### src/rtl/sram_lane_pkg.sv
package sram_lane_pkg;

    typedef enum logic [2:0] {
        ST_IDLE,
        ST_RD_ACCESS,
        ST_RD_CAPTURE,
        ST_WR_SETUP,
        ST_WR_PULSE,
        ST_WR_RECOVER,
        ST_TURNAROUND
    } seq_state_e;

    // Control pins toward the memory (lane controls handled separately).
    typedef struct packed {
        logic ce_n;
        logic oe_n;
        logic we_n;
        logic drive;
    } strobe_t;

    localparam strobe_t STROBE_OFF = '{ce_n: 1'b1, oe_n: 1'b1, we_n: 1'b1, drive: 1'b0};

    // Nanoseconds to clock cycles, rounded up, never below one.
    function automatic int ns_to_cyc(input int ns, input int clk_ns);
        int c;
        c = (ns + clk_ns - 1) / clk_ns;
        return (c < 1) ? 1 : c;
    endfunction

    function automatic int imax(input int a, input int b);
        return (a > b) ? a : b;
    endfunction

endpackage

### src/rtl/sram_lane_timer.sv
module sram_lane_timer #(
    parameter int CNT_W = 3
) (
    input  logic             clk,
    input  logic             rst,
    input  logic             load,
    input  logic [CNT_W-1:0] load_val,
    output logic             last
);
    logic [CNT_W-1:0] cnt;

    always_ff @(posedge clk) begin
        if (rst) begin
            cnt <= '0;
        end else if (load) begin
            cnt <= load_val - CNT_W'(1);
        end else if (cnt != '0) begin
            cnt <= cnt - CNT_W'(1);
        end
    end

    assign last = (cnt == '0);
endmodule

### src/rtl/sram_lane_fsm.sv
module sram_lane_fsm
    import sram_lane_pkg::*;
#(
    parameter int ADDR_W  = 17,
    parameter int DATA_W  = 16,
    parameter int LANES   = 2,
    parameter int CNT_W   = 3,
    parameter int N_RD    = 5,
    parameter int N_SETUP = 1,
    parameter int N_PULSE = 4,
    parameter int N_REC   = 1,
    parameter int N_TA    = 2
) (
    input  logic              clk,
    input  logic              rst,
    input  logic              req_valid,
    input  logic              req_write,
    input  logic [ADDR_W-1:0] req_addr,
    input  logic [DATA_W-1:0] req_wdata,
    input  logic [LANES-1:0]  req_mask,
    output logic              req_ready,
    input  logic              tmr_last,
    output logic              tmr_load,
    output logic [CNT_W-1:0]  tmr_val,
    output logic              cap_en,
    output logic              wr_done,
    output logic              zero_done,
    output logic [LANES-1:0]  mask_q,
    output logic [LANES-1:0]  lane_n,
    output strobe_t           strobe,
    output logic [ADDR_W-1:0] addr_q,
    output logic [DATA_W-1:0] wdata_q
);
    seq_state_e state, next;
    logic       accept;
    logic       lanes_on;

    assign req_ready = (state == ST_IDLE);
    assign accept    = req_valid && req_ready && (req_mask != '0);
    assign zero_done = req_valid && req_ready && (req_mask == '0);
    assign cap_en    = (state == ST_RD_CAPTURE);
    assign wr_done   = (state == ST_WR_RECOVER) && tmr_last;

    always_comb begin
        next     = state;
        tmr_load = 1'b0;
        tmr_val  = '0;
        unique case (state)
            ST_IDLE: begin
                if (accept) begin
                    tmr_load = 1'b1;
                    if (req_write) begin
                        next    = ST_WR_SETUP;
                        tmr_val = CNT_W'(N_SETUP);
                    end else begin
                        next    = ST_RD_ACCESS;
                        tmr_val = CNT_W'(N_RD);
                    end
                end
            end
            ST_RD_ACCESS: if (tmr_last) next = ST_RD_CAPTURE;
            ST_RD_CAPTURE: begin
                next     = ST_TURNAROUND;
                tmr_load = 1'b1;
                tmr_val  = CNT_W'(N_TA);
            end
            ST_TURNAROUND: if (tmr_last) next = ST_IDLE;
            ST_WR_SETUP: begin
                if (tmr_last) begin
                    next     = ST_WR_PULSE;
                    tmr_load = 1'b1;
                    tmr_val  = CNT_W'(N_PULSE);
                end
            end
            ST_WR_PULSE: begin
                if (tmr_last) begin
                    next     = ST_WR_RECOVER;
                    tmr_load = 1'b1;
                    tmr_val  = CNT_W'(N_REC);
                end
            end
            ST_WR_RECOVER: if (tmr_last) next = ST_IDLE;
            default: next = ST_IDLE;
        endcase
    end

    always_ff @(posedge clk) begin
        if (rst) begin
            state   <= ST_IDLE;
            addr_q  <= '0;
            wdata_q <= '0;
            mask_q  <= '0;
        end else begin
            state <= next;
            if (accept) begin
                addr_q  <= req_addr;
                wdata_q <= req_wdata;
                mask_q  <= req_mask;
            end
        end
    end

    // Strobe decode per state.
    always_comb begin
        strobe   = STROBE_OFF;
        lanes_on = 1'b0;
        unique case (state)
            ST_RD_ACCESS, ST_RD_CAPTURE: begin
                strobe.ce_n = 1'b0;
                strobe.oe_n = 1'b0;
                lanes_on    = 1'b1;
            end
            ST_WR_SETUP, ST_WR_RECOVER: begin
                strobe.ce_n  = 1'b0;
                strobe.drive = 1'b1;
                lanes_on     = 1'b1;
            end
            ST_WR_PULSE: begin
                strobe.ce_n  = 1'b0;
                strobe.we_n  = 1'b0;
                strobe.drive = 1'b1;
                lanes_on     = 1'b1;
            end
            default: ;
        endcase
    end

    for (genvar l = 0; l < LANES; l++) begin : g_lane
        assign lane_n[l] = !(lanes_on && mask_q[l]);
    end
endmodule

### src/rtl/sram_lane_capture.sv
module sram_lane_capture #(
    parameter int DATA_W = 16,
    parameter int LANES  = 2
) (
    input  logic              clk,
    input  logic              rst,
    input  logic              cap_en,
    input  logic              wr_done,
    input  logic              zero_done,
    input  logic [LANES-1:0]  mask_q,
    input  logic [DATA_W-1:0] dq_in,
    output logic              done,
    output logic [DATA_W-1:0] rdata
);
    localparam int LANE_W = DATA_W / LANES;

    always_ff @(posedge clk) begin
        if (rst) done <= 1'b0;
        else     done <= cap_en || wr_done || zero_done;
    end

    for (genvar l = 0; l < LANES; l++) begin : g_cap
        always_ff @(posedge clk) begin
            if (rst || zero_done) begin
                rdata[l*LANE_W +: LANE_W] <= '0;
            end else if (cap_en) begin
                rdata[l*LANE_W +: LANE_W] <= mask_q[l] ? dq_in[l*LANE_W +: LANE_W] : '0;
            end
        end
    end
endmodule

### src/rtl/sram_lane_ctrl.sv
module sram_lane_ctrl
    import sram_lane_pkg::*;
#(
    parameter int ADDR_W  = 17,
    parameter int DATA_W  = 16,
    parameter int CLK_NS  = 10,
    parameter int T_RC    = 55,
    parameter int T_AA    = 55,
    parameter int T_DOE   = 30,
    parameter int T_WC    = 55,
    parameter int T_AW    = 50,
    parameter int T_PWE   = 40,
    parameter int T_PWB   = 45,
    parameter int T_SD    = 25,
    parameter int T_SA    = 0,
    parameter int T_HZOE  = 20
) (
    input  logic              clk,
    input  logic              rst,
    input  logic              req_valid,
    input  logic              req_write,
    input  logic [ADDR_W-1:0] req_addr,
    input  logic [DATA_W-1:0] req_wdata,
    input  logic [1:0]        req_mask,
    output logic              req_ready,
    output logic              done,
    output logic [DATA_W-1:0] rdata,
    output logic [ADDR_W-1:0] mem_addr,
    output logic              mem_ce_n,
    output logic              mem_oe_n,
    output logic              mem_we_n,
    output logic              mem_ub_n,
    output logic              mem_lb_n,
    output logic [DATA_W-1:0] mem_dq_out,
    output logic              mem_dq_oe,
    input  logic [DATA_W-1:0] mem_dq_in
);
    localparam int LANES   = 2;
    localparam int RD_CYC  = imax(imax(ns_to_cyc(T_AA, CLK_NS), ns_to_cyc(T_DOE, CLK_NS)),
                                  ns_to_cyc(T_RC, CLK_NS));
    // The capture state is the last strobed cycle, so the access state takes one less.
    localparam int N_RD    = imax(1, RD_CYC - 1);
    localparam int N_SETUP = ns_to_cyc(T_SA, CLK_NS);
    localparam int N_PULSE = imax(imax(ns_to_cyc(T_PWE, CLK_NS), ns_to_cyc(T_SD, CLK_NS)),
                                  imax(ns_to_cyc(T_AW, CLK_NS) - N_SETUP,
                                       ns_to_cyc(T_PWB, CLK_NS) - N_SETUP));
    localparam int N_REC   = imax(1, ns_to_cyc(T_WC, CLK_NS) - N_SETUP - N_PULSE);
    localparam int N_TA    = ns_to_cyc(T_HZOE, CLK_NS);
    localparam int N_MAX   = imax(imax(N_RD, N_SETUP), imax(imax(N_PULSE, N_REC), N_TA));
    localparam int CNT_W   = imax(1, $clog2(N_MAX + 1));

    logic             tmr_last, tmr_load;
    logic [CNT_W-1:0] tmr_val;
    logic             cap_en, wr_done, zero_done;
    logic [LANES-1:0] mask_q, lane_n;
    strobe_t          strobe;

    sram_lane_fsm #(
        .ADDR_W(ADDR_W), .DATA_W(DATA_W), .LANES(LANES), .CNT_W(CNT_W),
        .N_RD(N_RD), .N_SETUP(N_SETUP), .N_PULSE(N_PULSE), .N_REC(N_REC), .N_TA(N_TA)
    ) u_fsm (
        .clk(clk), .rst(rst),
        .req_valid(req_valid), .req_write(req_write), .req_addr(req_addr),
        .req_wdata(req_wdata), .req_mask(req_mask), .req_ready(req_ready),
        .tmr_last(tmr_last), .tmr_load(tmr_load), .tmr_val(tmr_val),
        .cap_en(cap_en), .wr_done(wr_done), .zero_done(zero_done),
        .mask_q(mask_q), .lane_n(lane_n), .strobe(strobe),
        .addr_q(mem_addr), .wdata_q(mem_dq_out)
    );

    sram_lane_timer #(.CNT_W(CNT_W)) u_timer (
        .clk(clk), .rst(rst), .load(tmr_load), .load_val(tmr_val), .last(tmr_last)
    );

    sram_lane_capture #(.DATA_W(DATA_W), .LANES(LANES)) u_cap (
        .clk(clk), .rst(rst), .cap_en(cap_en), .wr_done(wr_done), .zero_done(zero_done),
        .mask_q(mask_q), .dq_in(mem_dq_in), .done(done), .rdata(rdata)
    );

    assign mem_ce_n  = strobe.ce_n;
    assign mem_oe_n  = strobe.oe_n;
    assign mem_we_n  = strobe.we_n;
    assign mem_dq_oe = strobe.drive;
    assign mem_lb_n  = lane_n[0];
    assign mem_ub_n  = lane_n[1];
endmodule

### config.mk
export PLATFORM = sky130hd
export DESIGN_NAME = sram_lane_ctrl
export DESIGN_NICKNAME = d
export VERILOG_FILES = /design/src/rtl/sram_lane_pkg.sv /design/src/rtl/sram_lane_timer.sv /design/src/rtl/sram_lane_fsm.sv /design/src/rtl/sram_lane_capture.sv /design/src/rtl/sram_lane_ctrl.sv
export SDC_FILE = /design/constraint.sdc
export NUM_CORES = 1
export LEC_CHECK = 0
export BUFFER_PORTS_ARGS = -buffer_cell sky130_fd_sc_hd__buf_2
export CAP_MARGIN = 25
export CORE_ASPECT_RATIO = 1.2
export CORE_MARGIN = 2
export CORE_UTILIZATION = 35
export CTS_CLUSTER_DIAMETER = 80
export DETAILED_ROUTE_END_ITERATION = 8
export GPL_TIMING_DRIVEN = 0
export PLACE_DENSITY_LB_ADDON = 0.3
export SLEW_MARGIN = 10
export SYNTH_ARGS = -nofsm -noshare
export SYNTH_HDL_FRONTEND = slang
export SYNTH_SLANG_ARGS = --single-unit
### constraint.sdc
create_clock -name clk -period 2.25 [get_ports clk]
set_input_delay 0.225 -clock clk [delete_from_list [all_inputs] [get_ports clk]]
set_output_delay 0.225 -clock clk [all_outputs]
set_load 0.02 [all_outputs]
# Word level (Yosys, flattened, before mapping)
# Cells that the tools add are included.
[word_totals]
regBits = 58
input_bits = 55
wordCells = 68
[op_classes]
addsub = 2
n_eq_ne = 11
n_mux = 24
reduce_logical = 23
[ops]
columns = ["operator", "count"]
rows = [
  ["3-bit two-way mux", 10],
  ["3-bit one-hot mux with 6 select lines", 1],
  ["8-bit two-way mux", 2],
  ["3-bit one-hot mux with 4 select lines", 1],
  ["3-bit == test (second input constant)", 3],
  ["1-bit two-way mux", 8],
  ["2-bit by 1-bit != test with 1-bit output (second input constant)", 4],
  ["3-bit by 2-bit == test with 1-bit output (second input constant)", 2],
  ["1-bit logical AND", 6],
  ["3-bit zero test", 2],
  ["2-bit OR reduction", 3],
  ["3-bit by 1-bit subtractor with 3-bit output (second input constant)", 2],
  ["5-bit AND reduction", 1],
  ["5-bit OR reduction", 1],
  ["2-bit nonzero test", 2],
  ["3-bit by 1-bit == test with 1-bit output (second input constant)", 1],
  ["1-bit logical OR", 3],
  ["1-bit one-hot mux with 3 select lines", 1],
  ["3-bit nonzero test", 1],
  ["3-bit OR reduction", 1],
  ["1-bit zero test", 2],
  ["2-bit zero test", 1],
  ["2-bit two-way mux", 1],
  ["2-bit != test (second input constant)", 1],
]

# Longest topological paths before layout
# Gate-level depths: netlist of the first run.
[logic_depth]
depth_word = 7
mapped_depth = 9
ltp_nobuf = 8

# Modules after synthesis
# Synthesis of the first run repeated with hierarchy kept, for this count alone.
[hier_totals]
hier_cells = 293
area_unflattened_um2 = 2635.0
[by_module_without_submodules]
columns = ["module", "n_inst", "cells_each", "area_each_um2", "seq_area_each_um2"]
rows = [
  ["sram_lane_fsm", 1, 203, 1757.9, 760.7],
  ["sram_lane_capture", 1, 75, 713.2, 340.3],
  ["sram_lane_timer", 1, 15, 163.9, 60.1],
]

# Least setup slack after synthesis of the first run
# Ideal clock, no wire load.
[synth_path]
path_type = "reg-to-reg"
from = "register u_fsm.state[2]"
to = "register u_timer.cnt[2]"
t_arrival_ns = 1.822
path_slack_ns = 0.307
stages_incl_launch_ff = 10
path_buffers = 2
path_cell_list = "dfxtp_1 buf_6 or4b_4 nor2_4 buf_4 a211oi_1 ha_1 inv_1 nand4_1 nor3b_2"
[synth_between]
elab_chain_len = 7
word_cells_on_any_way = 14
classes_between = "add/sub (1); eq/ne (3); mux (5); reduce/logical (5)"
[synth_lines]
columns = ["item", "line_no", "source"]
rows = [
  ["start: declaration", "sram_lane_fsm.sv:34", "seq_state_e state, next;"],
  ["start signal: assignment", "sram_lane_fsm.sv:94", "state <= next;"],
  ["3-bit zero test", "sram_lane_fsm.sv:38, sram_lane_fsm.sv:48", ""],
  ["1-bit logical AND (2 in a row)", "sram_lane_fsm.sv:39", "assign accept = req_valid && req_ready && (req_mask != '0);"],
  ["3-bit two-way mux", "sram_lane_fsm.sv:50", "if (accept) begin"],
  ["3-bit one-hot mux with 4 select lines", "sram_lane_fsm.sv:48", "unique case (state)"],
  ["3-bit by 1-bit subtractor with 3-bit output", "sram_lane_timer.sv:16", "cnt <= load_val - CNT_W'(1);"],
  ["3-bit two-way mux", "sram_lane_timer.sv:15", "end else if (load) begin"],
  ["end signal: assignment", "sram_lane_timer.sv:16", ""],
  ["end signal: assignment", "sram_lane_timer.sv:18", "cnt <= cnt - CNT_W'(1);"],
  ["end: declaration", "sram_lane_timer.sv:10", "logic [CNT_W-1:0] cnt;"],
]
# Parallel ways exist; a longest one is shown, timed or not.
# A chain may end at the register's enable or synchronous reset.

# Worst setup path in the final report of the first run
# Ends and elaborated chain as after synthesis.

==> results of run 1 <==
## area by class of cell
class,instances,area [um^2],area share
Sequential cell,58,1160,0.371
Multi-Input combinational cell,205,1010,0.323
Timing Repair Buffer,111,556,0.178
Clock buffer,10,128,0.0408
Tap cell,85,106,0.0340
Buffer,20,95.1,0.0304
Clock inverter,6,57.6,0.0184
Inverter,4,15.0,0.00480
## worst register-to-register path, cell delays in order, from the launching register on
cell and delay, ns:
dfxtp_1 0.33, buf_6 0.14, or4b_4 0.52, nor2_4 0.23, buf_4 0.22, a211oi_1 0.07, ha_1 0.20, inv_1 0.07
nand4_1 0.07, nor3b_2 0.16
## routing by layer
layer,up-vias,track usage
met4,0,0.0878
li1,1216,-
met1,1045,0.206
met2,82,0.259
met3,8,0.0458
met5,-,0
## state kept, by name, indices dropped and copies added, names as in the netlist
name	cells
u_fsm.wdata_q	16
u_cap.done	1
u_fsm.addr_q	17
u_fsm.state	3
u_timer.cnt	3
u_fsm.mask_q	2
u_cap.rdata	16
## worst paths after layout
path | start | endpoint | slack, ns | cells past startpoint
max | u_fsm.state[2]$_SDFFE_PP0P_ | u_timer.cnt[2]$_SDFFE_PP0P_ | 0.15 | 9
min | req_addr[14] | u_fsm.addr_q[14]$_SDFFE_PP0N_ | 0.13 | 3
max reg2reg | u_fsm.state[2]$_SDFFE_PP0P_ | u_timer.cnt[2]$_SDFFE_PP0P_ | 0.15 | 9
min reg2reg | u_cap.rdata[4]$_SDFFE_PP0P_ | u_cap.rdata[4]$_SDFFE_PP0P_ | 0.45 | 2
## cells by family (layout without fill, tap and decap cells)
logic type	count (synthesis)	count (layout)	synth area share
flip-flops	58	58	0.509
buffers and inverters	25	151	0.0499
adder cells (fa/ha/maj)	1	1	0.00548
AO/OA/AOI/OAI	71	71	0.172
AND/OR/NAND/NOR	132	132	0.260
XOR/XNOR	1	1	0.00384
## cells in the mapped netlist (2+ instances only)
master,n
a31oi_1,3
a21oi_1,55
nand2_1,91
clkbuf_1,15
nor3_1,3
inv_1,4
o21ai_0,4
nor2_1,5
o211ai_1,2
nand3_1,18
or3_1,3
nand2b_1,2
buf_4,3
dfxtp_1,58
## power breakdown
group	internal [W]	total, W	leakage [nW]	switching (W)
clock network	0.000503	0.000903	0.0958	0.000400
registers	0.00122	0.00133	0.473	0.000113
logic	0.000545	0.00158	0.814	0.00103
total	0.00226	0.00381	1.38	0.00154
## metrics by stage
step / std cells / utilization / worst slack (ns) / power (W) / hold WS (ns)
final: 499 / 0.492 / 0.150 / 0.00381 / 0.129
after global routing: 499 / 0.492 / 0.00862 / 0.00410 / 0.125
after CTS: 500 / 0.492 / 0.0745 / 0.00386 / 0.115
after detailed placement: 484 / 0.462 / 0.105 / 0.00295 / 0.442
after global placement: 484 / 0.462 / 0.131 / 0.00293 / 0.435
after floorplan: 288 / - / 0.307 / 0.00247 / 0.361
## what timing repair did
action | CTS | global route
resized for setup | 0 | 1
endpoints found under the hold margin | 0 | 0
setup buffers | 0 | 0
setup endpoints to repair | 0 | 1
==> results.toml, run 1 <==
[outcome]
status = "completed"

[clock_network]
cts_buffers = 9
cts_buffer_depth = 2
cts_hold_buffers = 0
cts-root-buf = "clkbuf_8"
htreeDepth = 3
clkTransAtPathRegs_ns = 0.07
clk_latency_ns = 0.33
numClockSinks = 58
tritoncts = "yes"

[critical_path]
crit_buf_inv = 3
worstPathRequired_ns = 2.46
end_kind = "flop"
path_cells = "buf_6 -> or4b_4 -> nor2_4 -> buf_4 -> a211oi_1 -> ha_1 -> inv_1 -> nand4_1 -> nor3b_2"
critPathSlowestCell = "or4b_4"
slowest_delay_ns = 0.52
cp.arrival_ns = 2.31
cp_top_family = "simple AND/OR/NAND/NOR gates"
startpoint_type = "flop"
path_class = "reg2reg"
path_max_fanout = 10

[synth]
yosysTopAreaCellShare = 0.509
synth_largest_area_cell = "dfxtp_1"
syn_area_um2 = 2280
async_reset_ff_frac = 0
ys_seq_elements = 58
synth-edff-count = 0
synth_area_leaders = "dfxtp_1 (51%), nand2_1 (15%), a21oi_1 (12%), nand3_1 (3.9%), clkbuf_1 (2.5%)"
seq_area_frac_synth = 0.509
synth_area_per_cell_um2 = 7.92
synth_ff_type = "dfxtp_1"
netlist_instances = 288
synthesis.nets = 344
yosysWarnings = 0
synth_cell_types = 36

[timing]
slew_violations = 0
worst_slew_pin_slew_ns = 0.510
finalSetupViolations = 0
period_needed_ns = 2.10
slew_headroom = 0.660
fin_crit_sh = 0.933
fmax_mhz = 476
hold_viol = 0
tns_ns = 0
rsz0062_at_grt = "false"
skew_ns = 0.00569

[routing]
wire_per_inst_um = 11.6
routed_wl_um = 5790
routed.top_layer = "met4"
postRouteAntennaNets = 0
vias_per_cell = 4.71
wl_met1_um = 2600
drt_iter0_drc = 85
via_count = 2351
wl_met2_um = 2650
drc = 0
dr.pass1.iters = 4
dr_wl_met3_um = 471

[global_route]
grtUsageTotal = 0.166
overflow = 0
grt_pass1_vias = 2141
antenna_found_initial = 0
grt_start_max_net_pins = 11
grt_pass1_wl_um = 9520

[finish]
antenna_cells = 0
n_fill_cell = 660
layout-drive-gt1-share = 0.336
mostFrequentLayoutCell = "buf_2"
design_area_um2 = 3130
synthToLayoutAreaGrowth_pct = 37.1
final_cell_mix = "buf_2 (112), nand2_1 (91), dfxtp_1 (58), a21oi_1 (55), nand3_1 (18)"
layout.nets = 465

[floorplanning]
num_rows = 32
ioPinCount = 112
die_w_um = 77.7
start_util = 0.358
die_y_um = 92.5
core_um2 = 6370
dieArea_um2 = 7190

[place]
port_buffers = 111
hpwl_um = 4220
place_area_um2 = 2940
gp_congestion = 0.752

[flow_run]
max-cap-violations = 0

[pwr]
peakVddDrop_uv = 714
p_leak_nw = 1.38
power_density_nw_per_um2 = 1220

[worst_hold_path]
holdCritPathClass = "in2reg"
(Power assumes the default switching activity.)
==> run 2: changes to the inputs <==
--- a/config.mk
+++ b/config.mk
@@ -9,7 +9,7 @@
 export CAP_MARGIN = 25
 export CORE_ASPECT_RATIO = 1.2
 export CORE_MARGIN = 2
-export CORE_UTILIZATION = 35
+export CORE_UTILIZATION = 25
 export CTS_CLUSTER_DIAMETER = 80
 export DETAILED_ROUTE_END_ITERATION = 8
 export GPL_TIMING_DRIVEN = 0
==> run 2 against run 1 <==
Sequential share of layout area shrank 0.64 points. Maximum frequency shrank 0.19%. Register-to-register slack is essentially flat. Combinational power grew 4%. Sequential power is essentially flat. First-iteration DRC count shrank 15%. Cell count grew 7.6%. Critical endpoint unchanged. Critical path depth shrank 2. Non-clock buffer count grew 4. Wire length grew 11%. Worst setup slack lost 0.0040 ns.
==> results.toml, run 2 (synthesized netlist as in run 1, its figures left out) <==
[outcome]
status = "completed"

[critical_path]
r2r_start = "u_fsm.state[1]$_SDFFE_PP0P_"
cp-endpoint = "u_timer.cnt[2]$_SDFFE_PP0P_"
startpoint_type = "flop"
worstPathRequired_ns = 2.47
path_class = "reg2reg"
r2r_slack_ns = 0.15
path_max_fanout = 10
r2r_cells = 7
startpoint = "u_fsm.state[1]$_SDFFE_PP0P_"
cp.arrival_ns = 2.33
end_kind = "flop"
timing.rr.end = "u_timer.cnt[2]$_SDFFE_PP0P_"

[routing]
routed_wl_um = 6440
drc = 0
vias_per_cell = 4.43
via_count = 2380
wire_per_inst_um = 12.0
postRouteAntennaNets = 0
dr.pass1.iters = 6
drt_iter0_drc = 72

[timing]
hold_viol = 0
finalSetupViolations = 0
period_needed_ns = 2.10
fin_crit_sh = 0.935
skew_ns = 0.00316
slew_violations = 0
fmax_mhz = 475
worst_slew_pin_slew_ns = 0.547
slew_headroom = 0.635

[finish]
antenna_cells = 0
design_area_um2 = 3180
final_cell_mix = "buf_2 (112), nand2_1 (91), dfxtp_1 (58), a21oi_1 (55), nand3_1 (18)"
mostFrequentLayoutCell = "buf_2"
multiInputGateArea_um2 = 1010
finish.utilization = 0.356
layout-drive-gt1-share = 0.338
regMostFlops = "u_fsm.addr_q"
instances_no_fill = 537
largest_reg_flops = 17
n_fill_cell = 997
seq_area_um2 = 1160
synthToLayoutAreaGrowth_pct = 39.5
reg_top3 = "u_fsm.addr_q x17, u_cap.rdata x16, u_fsm.wdata_q x16"
layout.nets = 469

[place]
port_buffers = 111
hpwl_um = 4810
place_area_um2 = 2990
gp_congestion = 0.747
dp.cells = 519

[global_route]
grt_start_max_net_pins = 11
grtUsageTotal = 0.138
grt_pass1_vias = 2355
antenna_found_initial = 0
grt_pass1_wl_um = 10800
overflow = 0

[clock_network]
clk_latency_ns = 0.33
tritoncts = "yes"
clkTransAtPathRegs_ns = 0.06
htreeDepth = 3
numClockSinks = 58
cts_hold_buffers = 0
cts_buffer_depth = 2
cts_buffers = 9
cts-root-buf = "clkbuf_8"

[worst_hold_path]
holdCritPathClass = "in2reg"
hold_path_depth = 3

[pwr]
p_leak_nw = 1.40
power_density_nw_per_um2 = 1200
peakVddDrop_uv = 379

[floorplanning]
core_um2 = 8940
die_y_um = 109
die_w_um = 91.2
start_util = 0.255
num_rows = 38
ioPinCount = 112
dieArea_um2 = 9910

[flow_run]
max-cap-violations = 0
==> run 2: layout make-up <==
type                       count  area share
buffer                        21      0.0310
clock inverter                 3     0.00472
timing repair buffer         114       0.182
tap                          120      0.0472
clock buffer                  12      0.0487
inverter                       4     0.00472
sequential                    58       0.365
multi-input combinational    205       0.317
==> run 2: critical path, stage by stage, from the launching register on <==
cell and delay (ns):
dfxtp_1 0.46, or3b_2 0.49, clkbuf_1 0.26, a211oi_1 0.31
ha_1 0.18, inv_1 0.05, a31oi_1 0.18, nor3b_2 0.07
==> run 2: where the power goes <==
group	switching [W]	internal, W	total, W	leakage (nW)
Clock	0.000391	0.000448	0.000838	0.0920
Sequential	0.000115	0.00122	0.00133	0.473
Combinational	0.00107	0.000573	0.00164	0.831
==> run 2: layer usage <==
metal,GRT usage,wire [um],share of wire,vias up
li1,-,-,-,1222
met1,0.166,2980,0.46,1073
met2,0.229,3000,0.46,76
met3,0.0332,367,0.057,9
met4,0.0714,104,0.016,0
met5,0,0,0,-
==> run 2: how the worst min path moves through the flow <==
stage	slack, ns	start	endpoint
2_1_floorplan	0.36	req_addr[0]	u_fsm.addr_q[0]$_SDFFE_PP0N_
3_3_place_gp	0.43	u_cap.rdata[11]$_SDFFE_PP0P_	u_cap.rdata[11]$_SDFFE_PP0P_
3_5_place_dp	0.44	u_cap.rdata[11]$_SDFFE_PP0P_	u_cap.rdata[11]$_SDFFE_PP0P_
4_1_cts	0.11	req_addr[10]	u_fsm.addr_q[10]$_SDFFE_PP0N_
5_1_grt	0.12	req_addr[1]	u_fsm.addr_q[1]$_SDFFE_PP0N_
6_report	0.13	req_addr[8]	u_fsm.addr_q[8]$_SDFFE_PP0N_
==> run 2: repair_timing <==
action	CTS	global route
endpoints found under the setup margin	0	1
buffers inserted	0	3
gates resized for setup	0	1
==> run 2: per-stage QoR <==
| stage | hold slack, ns | TNS [ns] | total power (W) | setup slack (ns) |
|---|---|---|---|---|
| 2_1_floorplan | 0.361 | 0 | 0.00247 | 0.307 |
| 3_3_place_gp | 0.435 | 0 | 0.00296 | 0.0847 |
| 3_5_place_dp | 0.441 | 0 | 0.00298 | 0.0581 |
| 4_1_cts | 0.108 | 0 | 0.00384 | 0.0421 |
| 5_1_grt | 0.121 | -0.00152 | 0.00412 | -0.00152 |
| 6_report | 0.126 | 0 | 0.00381 | 0.146 |
==> run 3: changes to the inputs <==
==> constraint.sdc (replaced) <==
create_clock -name clk -period 2.25 [get_ports clk]
set_input_delay 0.3375 -clock clk [delete_from_list [all_inputs] [get_ports clk]]
set_output_delay 0.3375 -clock clk [all_outputs]
set_load 0.02 [all_outputs]
==> run 3 against run 2 <==
Die area stayed put. Critical endpoint unchanged. Sequential share of layout area is essentially flat. Utilization about the same. Cell count unchanged. Sequential cell count is the same. Maximum frequency barely moved. Non-clock buffer count did not move. Sequential power is essentially flat. Worst setup slack lost 0.00079 ns.
==> results.toml, run 3 (synthesized netlist as in run 1, its figures left out) <==
[routing]
dr.pass1.iters = 4
wire_per_inst_um = 12.0
routed_wl_um = 6440
vias_per_cell = 4.44
postRouteAntennaNets = 0
drt_iter0_drc = 68
drc = 0
via_count = 2383

[floorplanning]
num_rows = 38
die_y_um = 109
core_um2 = 8940
start_util = 0.255
ioPinCount = 112
dieArea_um2 = 9910
die_w_um = 91.2

[finish]
reg_top3 = "u_fsm.addr_q x17, u_cap.rdata x16, u_fsm.wdata_q x16"
mostFrequentLayoutCell = "buf_2"
layout.nets = 469
design_area_um2 = 3190
antenna_cells = 0
n_fill_cell = 997
largest_reg_flops = 17
multiInputGateArea_um2 = 1010
synthToLayoutAreaGrowth_pct = 39.6
layout-drive-gt1-share = 0.341
seq_area_um2 = 1160
final_cell_mix = "buf_2 (112), nand2_1 (91), dfxtp_1 (58), a21oi_1 (55), nand3_1 (18)"
finish.utilization = 0.356
regMostFlops = "u_fsm.addr_q"

[place]
hpwl_um = 4810
place_area_um2 = 2990
gp_congestion = 0.747
port_buffers = 111

[timing]
fmax_mhz = 475
finalSetupViolations = 0
fin_crit_sh = 0.935
slew_headroom = 0.635
hold_viol = 0
worst_slew_pin_slew_ns = 0.547
period_needed_ns = 2.10
slew_violations = 0
skew_ns = 0.00315

[global_route]
grt_pass1_wl_um = 10800
globalRoute.busiestLayer = "met2"
grt_pass1_vias = 2355
overflow = 0
grtUsageTotal = 0.138
met3_usage = 0.0332
met2_usage = 0.229
grt_start_max_net_pins = 11
use_met1 = 0.166
antenna_found_initial = 0

[clock_network]
cts_hold_buffers = 0
cts-root-buf = "clkbuf_8"
cts_buffer_depth = 2
cts_buffers = 9
clk_latency_ns = 0.33
numClockSinks = 58
tritoncts = "yes"
htreeDepth = 3
clkTransAtPathRegs_ns = 0.06

[pwr]
power_density_nw_per_um2 = 1200
peakVddDrop_uv = 379
p_leak_nw = 1.40
total_power_w = 0.00381

[worst_hold_path]
holdCritPathClass = "in2reg"

[critical_path]
end_kind = "flop"
cp.arrival_ns = 2.33
path_class = "reg2reg"
worstPathRequired_ns = 2.47
path_max_fanout = 10
startpoint_type = "flop"

[outcome]
status = "completed"

[flow_run]
max-cap-violations = 0
run 3: changes by cell type in the layout (fill, tap and decap cells not counted):
cell,change
clkbuf_2,+1
clkbuf_1,-1
run 3: worst paths after layout:
| kind | startpoint | to | slack [ns] | cells past startpoint |
|---|---|---|---|---|
| worst min-delay path | req_addr[8] | u_fsm.addr_q[8]$_SDFFE_PP0N_ | 0.24 | 3 |
| worst max register to register | u_fsm.state[1]$_SDFFE_PP0P_ | u_timer.cnt[2]$_SDFFE_PP0P_ | 0.15 | 7 |
| worst min register to register | u_cap.rdata[0]$_SDFFE_PP0P_ | u_cap.rdata[0]$_SDFFE_PP0P_ | 0.45 | 2 |
| worst max-delay path | u_fsm.state[1]$_SDFFE_PP0P_ | u_timer.cnt[2]$_SDFFE_PP0P_ | 0.15 | 7 |
run 3: final cells by class:
class,count,area share
inverters,4,0.00471
well taps,120,0.0471
multi-input cells,205,0.317
clock inverters,3,0.00471
flip-flops and latches,58,0.364
clock buffers,12,0.0487
plain buffers,21,0.0314
repair buffers,114,0.181
run 3: routing by layer:
layer	vias to the layer above	wire (um)
met2	78	3000
met4	0	104
met5	-	0
met1	1074	2970
met3	9	370
li1	1222	-
run 3: metrics by stage:
stage               setup TNS, ns  setup WS, ns  hold slack (ns)  instances
floorplan                       0         0.307            0.474        288
global placement                0        0.0847            0.435        519
detailed placement              0        0.0581            0.441        519
CTS                             0        0.0421            0.220        534
global route             -0.00242      -0.00242            0.234        537
finish                          0         0.145            0.238        537
run 3: worst max-delay path: stages (launching register included):
cell      delay, ns
dfxtp_1        0.47
or3b_2         0.49
clkbuf_1       0.26
a211oi_1       0.31
ha_1           0.18
inv_1          0.05
a31oi_1        0.18
nor3b_2        0.07
run 3: repair_timing:
action | CTS | global route
resized for setup | 0 | 3
buffers inserted | 0 | 3
endpoints found under the setup margin | 0 | 4
run 3: where the power goes:
part	switching (W)	internal (W)
Clock	0.000391	0.000448
Sequential	0.000115	0.00122
Combinational	0.00107	0.000575
